<file path="config.mk">
export PLATFORM = sky130hd
export DESIGN_NAME = mem_err_report
export DESIGN_NICKNAME = d
export VERILOG_FILES = /design/src/rtl/mem_err_pkg.sv /design/src/rtl/err_sbe_counter.sv /design/src/rtl/err_capture.sv /design/src/rtl/mem_err_report.sv
export SDC_FILE = /design/constraint.sdc
export NUM_CORES = 1
export LEC_CHECK = 0
export CELL_PAD_IN_SITES_DETAIL_PLACEMENT = 0
export CELL_PAD_IN_SITES_GLOBAL_PLACEMENT = 2
export CORE_MARGIN = 2
export CORE_UTILIZATION = 30
export DETAILED_ROUTE_END_ITERATION = 8
export HOLD_SLACK_MARGIN = 0.1
export PLACE_DENSITY_LB_ADDON = 0.1
export SYNTH_ARGS = -nofsm -noshare
export SYNTH_HDL_FRONTEND = slang
export SYNTH_SLANG_ARGS = --single-unit
</file>
<file path="constraint.sdc">
create_clock -name clk_i -period 2.7 [get_ports clk_i]
set_input_delay 0.27 -clock clk_i [delete_from_list [all_inputs] [get_ports clk_i]]
set_output_delay 0.27 -clock clk_i [all_outputs]
set_load 0.02 [all_outputs]
</file>
<file path="src/rtl/mem_err_pkg.sv">
package mem_err_pkg;
  localparam int REG_AW  = 4;
  localparam int REG_DW  = 32;
  localparam int THR_W   = 8;
  localparam int THR_LSB = 16;
  localparam int FLAG_SB = 0;
  localparam int FLAG_MB = 1;

  typedef enum logic [REG_AW-1:0] {
    RG_DETECT   = 4'd0,
    RG_IRQ_EN   = 4'd1,
    RG_DISABLE  = 4'd2,
    RG_SB_CTRL  = 4'd3,
    RG_DATA_HI  = 4'd4,
    RG_DATA_LO  = 4'd5,
    RG_CHECK    = 4'd6,
    RG_ADDR_LO  = 4'd7,
    RG_ADDR_EXT = 4'd8
  } reg_idx_e;
endpackage

</file>
<file path="src/rtl/err_sbe_counter.sv">
module err_sbe_counter #(
  parameter int CNT_W = 8
) (
  input  logic             clk_i,
  input  logic             rst_ni,
  input  logic             sbe_i,
  input  logic [CNT_W-1:0] thr_i,
  output logic [CNT_W-1:0] cnt_o,
  output logic             hit_o
);
  logic [CNT_W-1:0] cnt_q;
  logic [CNT_W:0]   cnt_inc;

  assign cnt_inc = {1'b0, cnt_q} + 1'b1;
  // >= so a threshold lowered below the running count still fires
  assign hit_o   = sbe_i && (thr_i != '0) && (cnt_inc >= {1'b0, thr_i});
  assign cnt_o   = cnt_q;

  always_ff @(posedge clk_i or negedge rst_ni) begin
    if (!rst_ni)               cnt_q <= '0;
    else if (thr_i == '0)      cnt_q <= '0;
    else if (hit_o)            cnt_q <= '0;
    else if (sbe_i)            cnt_q <= cnt_inc[CNT_W-1:0];
  end

  p_hit_clears_r3: assert property (@(posedge clk_i) disable iff (!rst_ni)
    hit_o |=> cnt_q == '0);
  p_step_r3: assert property (@(posedge clk_i) disable iff (!rst_ni)
    (sbe_i && !hit_o && thr_i != '0) |=> cnt_q == $past(cnt_q) + 1'b1);
  p_zero_thr_r5: assert property (@(posedge clk_i) disable iff (!rst_ni)
    (thr_i == '0) |=> cnt_q == '0);
endmodule

</file>
<file path="src/rtl/err_capture.sv">
module err_capture #(
  parameter int ADDR_W  = 40,
  parameter int DATA_W  = 64,
  parameter int CHK_W   = 16,
  parameter int WIDE_CW = 8
) (
  input  logic              clk_i,
  input  logic              rst_ni,
  input  logic              load_i,
  input  logic              narrow_i,
  input  logic [ADDR_W-1:0] addr_i,
  input  logic [DATA_W-1:0] data_i,
  input  logic [CHK_W-1:0]  chk_i,
  output logic [ADDR_W-1:0] addr_o,
  output logic [DATA_W-1:0] data_o,
  output logic [CHK_W-1:0]  chk_o
);
  localparam int PAD_W = CHK_W - WIDE_CW;

  logic [ADDR_W-1:0] addr_q;
  logic [DATA_W-1:0] data_q;
  logic [CHK_W-1:0]  chk_q;
  logic [CHK_W-1:0]  chk_sel;

  // 64-bit bus: only the low check byte is meaningful
  assign chk_sel = narrow_i ? chk_i : {{PAD_W{1'b0}}, chk_i[WIDE_CW-1:0]};

  always_ff @(posedge clk_i or negedge rst_ni) begin
    if (!rst_ni) begin
      addr_q <= '0;
      data_q <= '0;
      chk_q  <= '0;
    end else if (load_i) begin
      addr_q <= addr_i;
      data_q <= data_i;
      chk_q  <= chk_sel;
    end
  end

  assign addr_o = addr_q;
  assign data_o = data_q;
  assign chk_o  = chk_q;

  p_hold_r8: assert property (@(posedge clk_i) disable iff (!rst_ni)
    !load_i |=> ($stable(addr_q) && $stable(data_q) && $stable(chk_q)));
  p_wide_chk_r9: assert property (@(posedge clk_i) disable iff (!rst_ni)
    (load_i && !narrow_i) |=> chk_q[CHK_W-1:WIDE_CW] == '0);
endmodule

</file>
<file path="src/rtl/mem_err_report.sv">
module mem_err_report
  import mem_err_pkg::*;
#(
  parameter int ADDR_W = 40,
  parameter int DATA_W = 64,
  parameter int CHK_W  = 16
) (
  input  logic              clk_i,
  input  logic              rst_ni,
  input  logic              sbe_i,
  input  logic              mbe_i,
  input  logic [ADDR_W-1:0] err_addr_i,
  input  logic [DATA_W-1:0] err_data_i,
  input  logic [CHK_W-1:0]  err_chk_i,
  input  logic              narrow_bus_i,
  input  logic              reg_wr_i,
  input  logic [REG_AW-1:0] reg_addr_i,
  input  logic [REG_DW-1:0] reg_wdata_i,
  output logic [REG_DW-1:0] reg_rdata_o,
  output logic              irq_o
);
  localparam int HALF_W = DATA_W / 2;
  localparam int EXT_W  = ADDR_W - 32;

  logic [1:0]        flags_q, irq_en_q, clr, set;
  logic [REG_DW-1:0] dis_q;
  logic [THR_W-1:0]  thr_q, cnt;
  logic              sb_ev, mb_ev, sb_hit, cap_load;
  logic [ADDR_W-1:0] cap_addr;
  logic [DATA_W-1:0] cap_data;
  logic [CHK_W-1:0]  cap_chk;

  assign sb_ev    = sbe_i && !dis_q[FLAG_SB];
  assign mb_ev    = mbe_i && !dis_q[FLAG_MB];
  assign cap_load = (sb_ev || mb_ev) && (flags_q == '0);

  err_sbe_counter #(.CNT_W(THR_W)) u_cnt (
    .clk_i  (clk_i),
    .rst_ni (rst_ni),
    .sbe_i  (sb_ev),
    .thr_i  (thr_q),
    .cnt_o  (cnt),
    .hit_o  (sb_hit)
  );

  err_capture #(.ADDR_W(ADDR_W), .DATA_W(DATA_W), .CHK_W(CHK_W)) u_cap (
    .clk_i    (clk_i),
    .rst_ni   (rst_ni),
    .load_i   (cap_load),
    .narrow_i (narrow_bus_i),
    .addr_i   (err_addr_i),
    .data_i   (err_data_i),
    .chk_i    (err_chk_i),
    .addr_o   (cap_addr),
    .data_o   (cap_data),
    .chk_o    (cap_chk)
  );

  assign clr = (reg_wr_i && reg_addr_i == RG_DETECT) ? reg_wdata_i[1:0] : 2'b00;
  assign set = {mb_ev, sb_hit};

  always_ff @(posedge clk_i or negedge rst_ni) begin
    if (!rst_ni) begin
      flags_q  <= '0;
      irq_en_q <= '0;
      dis_q    <= '0;
      thr_q    <= '0;
    end else begin
      flags_q <= (flags_q & ~clr) | set;  // new event beats a same-cycle clear
      if (reg_wr_i) begin
        case (reg_addr_i)
          RG_IRQ_EN:  irq_en_q <= reg_wdata_i[1:0];
          RG_DISABLE: dis_q    <= reg_wdata_i;
          RG_SB_CTRL: thr_q    <= reg_wdata_i[THR_LSB +: THR_W];
          default: ;
        endcase
      end
    end
  end

  always_comb begin
    reg_rdata_o = '0;
    case (reg_addr_i)
      RG_DETECT:   reg_rdata_o = {30'd0, flags_q};
      RG_IRQ_EN:   reg_rdata_o = {30'd0, irq_en_q};
      RG_DISABLE:  reg_rdata_o = dis_q;
      RG_SB_CTRL:  reg_rdata_o[THR_LSB +: THR_W] = thr_q;
      RG_DATA_HI:  reg_rdata_o = cap_data[DATA_W-1:HALF_W];
      RG_DATA_LO:  reg_rdata_o = cap_data[HALF_W-1:0];
      RG_CHECK:    reg_rdata_o = REG_DW'(cap_chk);
      RG_ADDR_LO:  reg_rdata_o = cap_addr[31:0];
      RG_ADDR_EXT: reg_rdata_o = REG_DW'(cap_addr[ADDR_W-1:32]);
      default:     reg_rdata_o = '0;
    endcase
    if (reg_addr_i == RG_SB_CTRL) reg_rdata_o[THR_W-1:0] = cnt;
  end

  assign irq_o = |(flags_q & irq_en_q);

  p_mbe_sets_r2: assert property (@(posedge clk_i) disable iff (!rst_ni)
    mb_ev |=> flags_q[FLAG_MB]);
  p_w1c_r6: assert property (@(posedge clk_i) disable iff (!rst_ni)
    (reg_wr_i && reg_addr_i == RG_DETECT && reg_wdata_i[FLAG_MB] && !mb_ev)
    |=> !flags_q[FLAG_MB]);
  p_mask_mbe_r10: assert property (@(posedge clk_i) disable iff (!rst_ni)
    (dis_q[FLAG_MB] && !flags_q[FLAG_MB]) |=> !flags_q[FLAG_MB]);
  p_zero_thr_flag_r5: assert property (@(posedge clk_i) disable iff (!rst_ni)
    (thr_q == '0 && !flags_q[FLAG_SB]) |=> !flags_q[FLAG_SB]);
  p_irq_hold_r11: assert property (@(posedge clk_i) disable iff (!rst_ni)
    (irq_o && !reg_wr_i) |=> irq_o);
endmodule

</file>
==> results by group <==
Outcome
  • Outcome: completed

Synth
  • Synth top area cells: dfrtp_1 52%, mux2_4 19%, mux2_2 6.8%, nand2_1 3.3%, a222oi_1 3.1%
  • Post-synth ARST share: 1.00
  • Synth cell count leaders: 172 x dfrtp_1, 104 x mux2_4, 72 x nand2_1
  • Synth cell types: 44
  • Area leader, netlist: dfrtp_1
  • Post-synthesis cell area: between 8000 and 9000 sq um
  • Cells after Synth: around 620
  • Synth Register Bits: 172
  • Yosys top cell area share: 0.519
  • Syn Nets: a little under 800
  • Post-synthesis sequential area ratio: 0.519
  • Post-Syn Area per Cell: around 13 sq um
  • Number of synthesis warnings: 0
  • Ys flop type: dfrtp_1
  • Number of flops mapped to enable cells by yosys: 0
  • Most common cell in the synthesized netlist: dfrtp_1

Global route
  • GR Util met3: 0.0488
  • GR peak layer: met2
  • Vias in the first global route: around 6400
  • Met1 usage: 0.233
  • Gr usage total: 0.178
  • Met2 GRT Util: 0.291
  • GR Overflow Total: 0
  • Antenna violations before repair: 2
  • First-pass GRT wire length: 38200 um
  • Pin count of the biggest net entering global routing: just over 70

Worst setup path
  • CP max FO: 11
  • Crit path launch: reg_addr_i[3]
  • CP required: around 2.4 ns
  • R2r startpoint: u_cnt.cnt_o[0]$_DFFE_PN0P_
  • CP peak stage delay: 0.60 ns
  • Arr. time, crit path: about 2.4 ns
  • Critical Path Start Type: input pin
  • Crit end category: output pin
  • Standard cell with the maximum stage delay on the critical path: clkdlybuf4s50_1
  • Cell Chain, Critical Path: clkdlybuf4s50_1, buf_4, nor3_4, buf_4, a222oi_1, nand2_1, clkdlybuf4s50_1
  • Setup Crit Path Kind: in -> out

Clock network
  • # clock sinks: ~170
  • Latest clock arrival within the worst-skew pair: approximately 0.44 ns
  • Clock-pin slew on the worst setup and hold paths: approximately 0.08 ns
  • Root Driver: clkbuf_16
  • CTS tree: built
  • Num CTS Buffers: 17
  • CTS Buffer Depth: 2
  • H-tree depth: 4

STA
  • FMAX: approximately 380 MHz
  • Final period util: 0.975
  • Clock skew: between 0.01 and 0.015 ns
  • Setup TNS: 0 ns
  • Worst relative slew slack: 0.558
  • Final Setup Violations: 0
  • Fin crit period: around 2.6 ns
  • Actual slew at the worst max-slew pin: 0.663 ns
  • Pins over their slew limit: 0
  • Final hold violation count: 0
  • Worst setup margin: ~0.067 ns

Power and ir drop
  • Peak supply drop: around 0.00046 V
  • Reg power frac: 0.439
  • Pwr per Cell Area: about 760 nW/um^2
  • Sw Pwr: between 0.002 and 0.003 W
  • Sw frac: 0.298
  • Clock power frac: 0.288
  • Lkg Pwr: roughly 5.6 nW
  • Combinational Power Share: 0.273
  • Power Internal: 0.00615 W

Drt
  • Avg WL per Cell: 21.1 um
  • Via count: a little under 6000
  • Final WL: ~25000 um
  • # DRC: 0
  • Post-DRT Antenna Nets: 0
  • Drt initial violations: 417
  • DR vias/cell: 4.94
  • Pre-antenna DRT Iters: 5

Final layout
  • Layout cells sized above 1: 0.298
  • Fill count: roughly 2500
  • Final Cell Area: about 12000 sq um
  • Multi-input logic area: approximately 3700 sq um
  • Register area: approximately 4300 sq um
  • Nets: 1005
  • Area grow syn2layout: 39.5%

Die
  • Core Area: 27000 sq um
  • Die width: approximately 170 um
  • Chip height: between 150 and 200 um
  • Die Area: just under 30000 sq um
  • FP Rows: 60
  • Num ports: 195
  • Starting Density: 0.307

Placement
  • Placed inst area: between 10000 and 15000 sq um
  • Pre-CTS WS: -0.193 ns
  • Final Wtd Congestion: just under 0.8
  • Buffers on Ports: about 190
  • Post-detail-place hpwl: 18500 um

Flow run
  • Maxcap violations: 0

Min path
  • Worst Hold Class: in -> async
-- flip-flops by register name, indices dropped and copies added (netlist names) --
signal and cells:
u_cap.chk_o 16, thr_q 8, flags_q 2, u_cap.addr_o 40, u_cap.data_o 64, dis_q 32
irq_en_q 2, u_cnt.cnt_o 8
-- what timing repair did --
| action | CTS | global route |
|---|---|---|
| gates resized for setup | 21 | 21 |
| pin swaps | 3 | 3 |
| endpoints found under the hold margin | 59 | 0 |
| setup buffers | 0 | 4 |
| endpoints found under the setup margin | 32 | 28 |
| gates cloned | 0 | 0 |
| hold buffers | 1 | 0 |
-- critical path, delay by kind of cell --
kind,cells,cell delay [ns]
buf+inv,4,1.51
simple gates,2,0.45
compound gates,1,0.12
-- kinds of logic (layout without fill, tap and decap cells) --
kind of cell	after synthesis	after routing	synth area share
XOR/XNOR	6	6	0.00634
AO/OA/AOI/OAI	100	100	0.0946
other	0	1	0
multiplexers	156	156	0.262
adder cells (fa/ha/maj)	9	9	0.0136
flip-flops	172	172	0.519
buffers and inverters	53	284	0.0380
AND/OR/NAND/NOR	120	120	0.0666
-- stage by stage --
| step | instances | power (W) | utilization | hold WS (ns) |
|---|---|---|---|---|
| final | 1189 | 0.00876 | 0.428 | 0.385 |
| after global routing | 1188 | 0.00926 | 0.428 | 0.415 |
| after CTS | 1184 | 0.00883 | 0.424 | 0.369 |
| after detailed placement | 1151 | 0.00627 | 0.402 | 0.310 |
| after global placement | 1151 | 0.00622 | 0.402 | 0.302 |
| after floorplan | 616 | 0.00525 | - | -0.0256 |
-- per-layer routing --
| metal | wire [um] | vias to the layer above | share of wire |
|---|---|---|---|
| li1 | - | 2709 | - |
| met1 | 11100 | 2971 | 0.44 |
| met2 | 12100 | 169 | 0.48 |
| met3 | 1530 | 24 | 0.061 |
| met4 | 399 | 2 | 0.016 |
| met5 | 13 | - | 0.00052 |
-- power by group through the flow --
stage / sequential, W / clock (W) / combinational, W
floorplan: 0.00366 / 0 / 0.00160
global placement: 0.00388 / 0 / 0.00234
detailed placement: 0.00388 / 0 / 0.00239
CTS: 0.00384 / 0.00260 / 0.00239
global route: 0.00394 / 0.00270 / 0.00262
finish: 0.00385 / 0.00252 / 0.00239
-- path summary, 6_finish.rpt --
path	end	slack, ns	cells after the start
worst max-delay path	reg_rdata_o[23]	0.07	7
worst min-delay path	u_cap.addr_o[39]$_DFFE_PN0P_	0.39	2
worst max register to register	u_cnt.cnt_o[6]$_DFFE_PN0P_	0.15	11
worst min register to register	u_cap.chk_o[10]$_DFFE_PN0P_	0.49	2
max in group asynchronous	thr_q[2]$_DFFE_PN0P_	1.46	3
min in group clk_i	u_cap.chk_o[12]$_DFFE_PN0P_	0.39	3
-- final cells by class --
class,count,share of cell area
clock buffer,17,0.0368
sequential,172,0.372
tap,341,0.0369
inverter,9,0.00292
multi-input combinational,391,0.322
timing repair buffer,243,0.214
antenna,1,0.000216
clock inverter,15,0.0146
-- placed cells by master, fill, tap and decap left out, types with 14 or more instances in the layout --
master,n
buf_4,32
clkbuf_16,17
nand2_1,71
mux2_2,50
a222oi_1,26
dfrtp_1,169
mux2_4,104
a22oi_1,33
dlygate4sd2_1,14
clkdlybuf4s50_1,166
(Power assumes the default switching activity.)
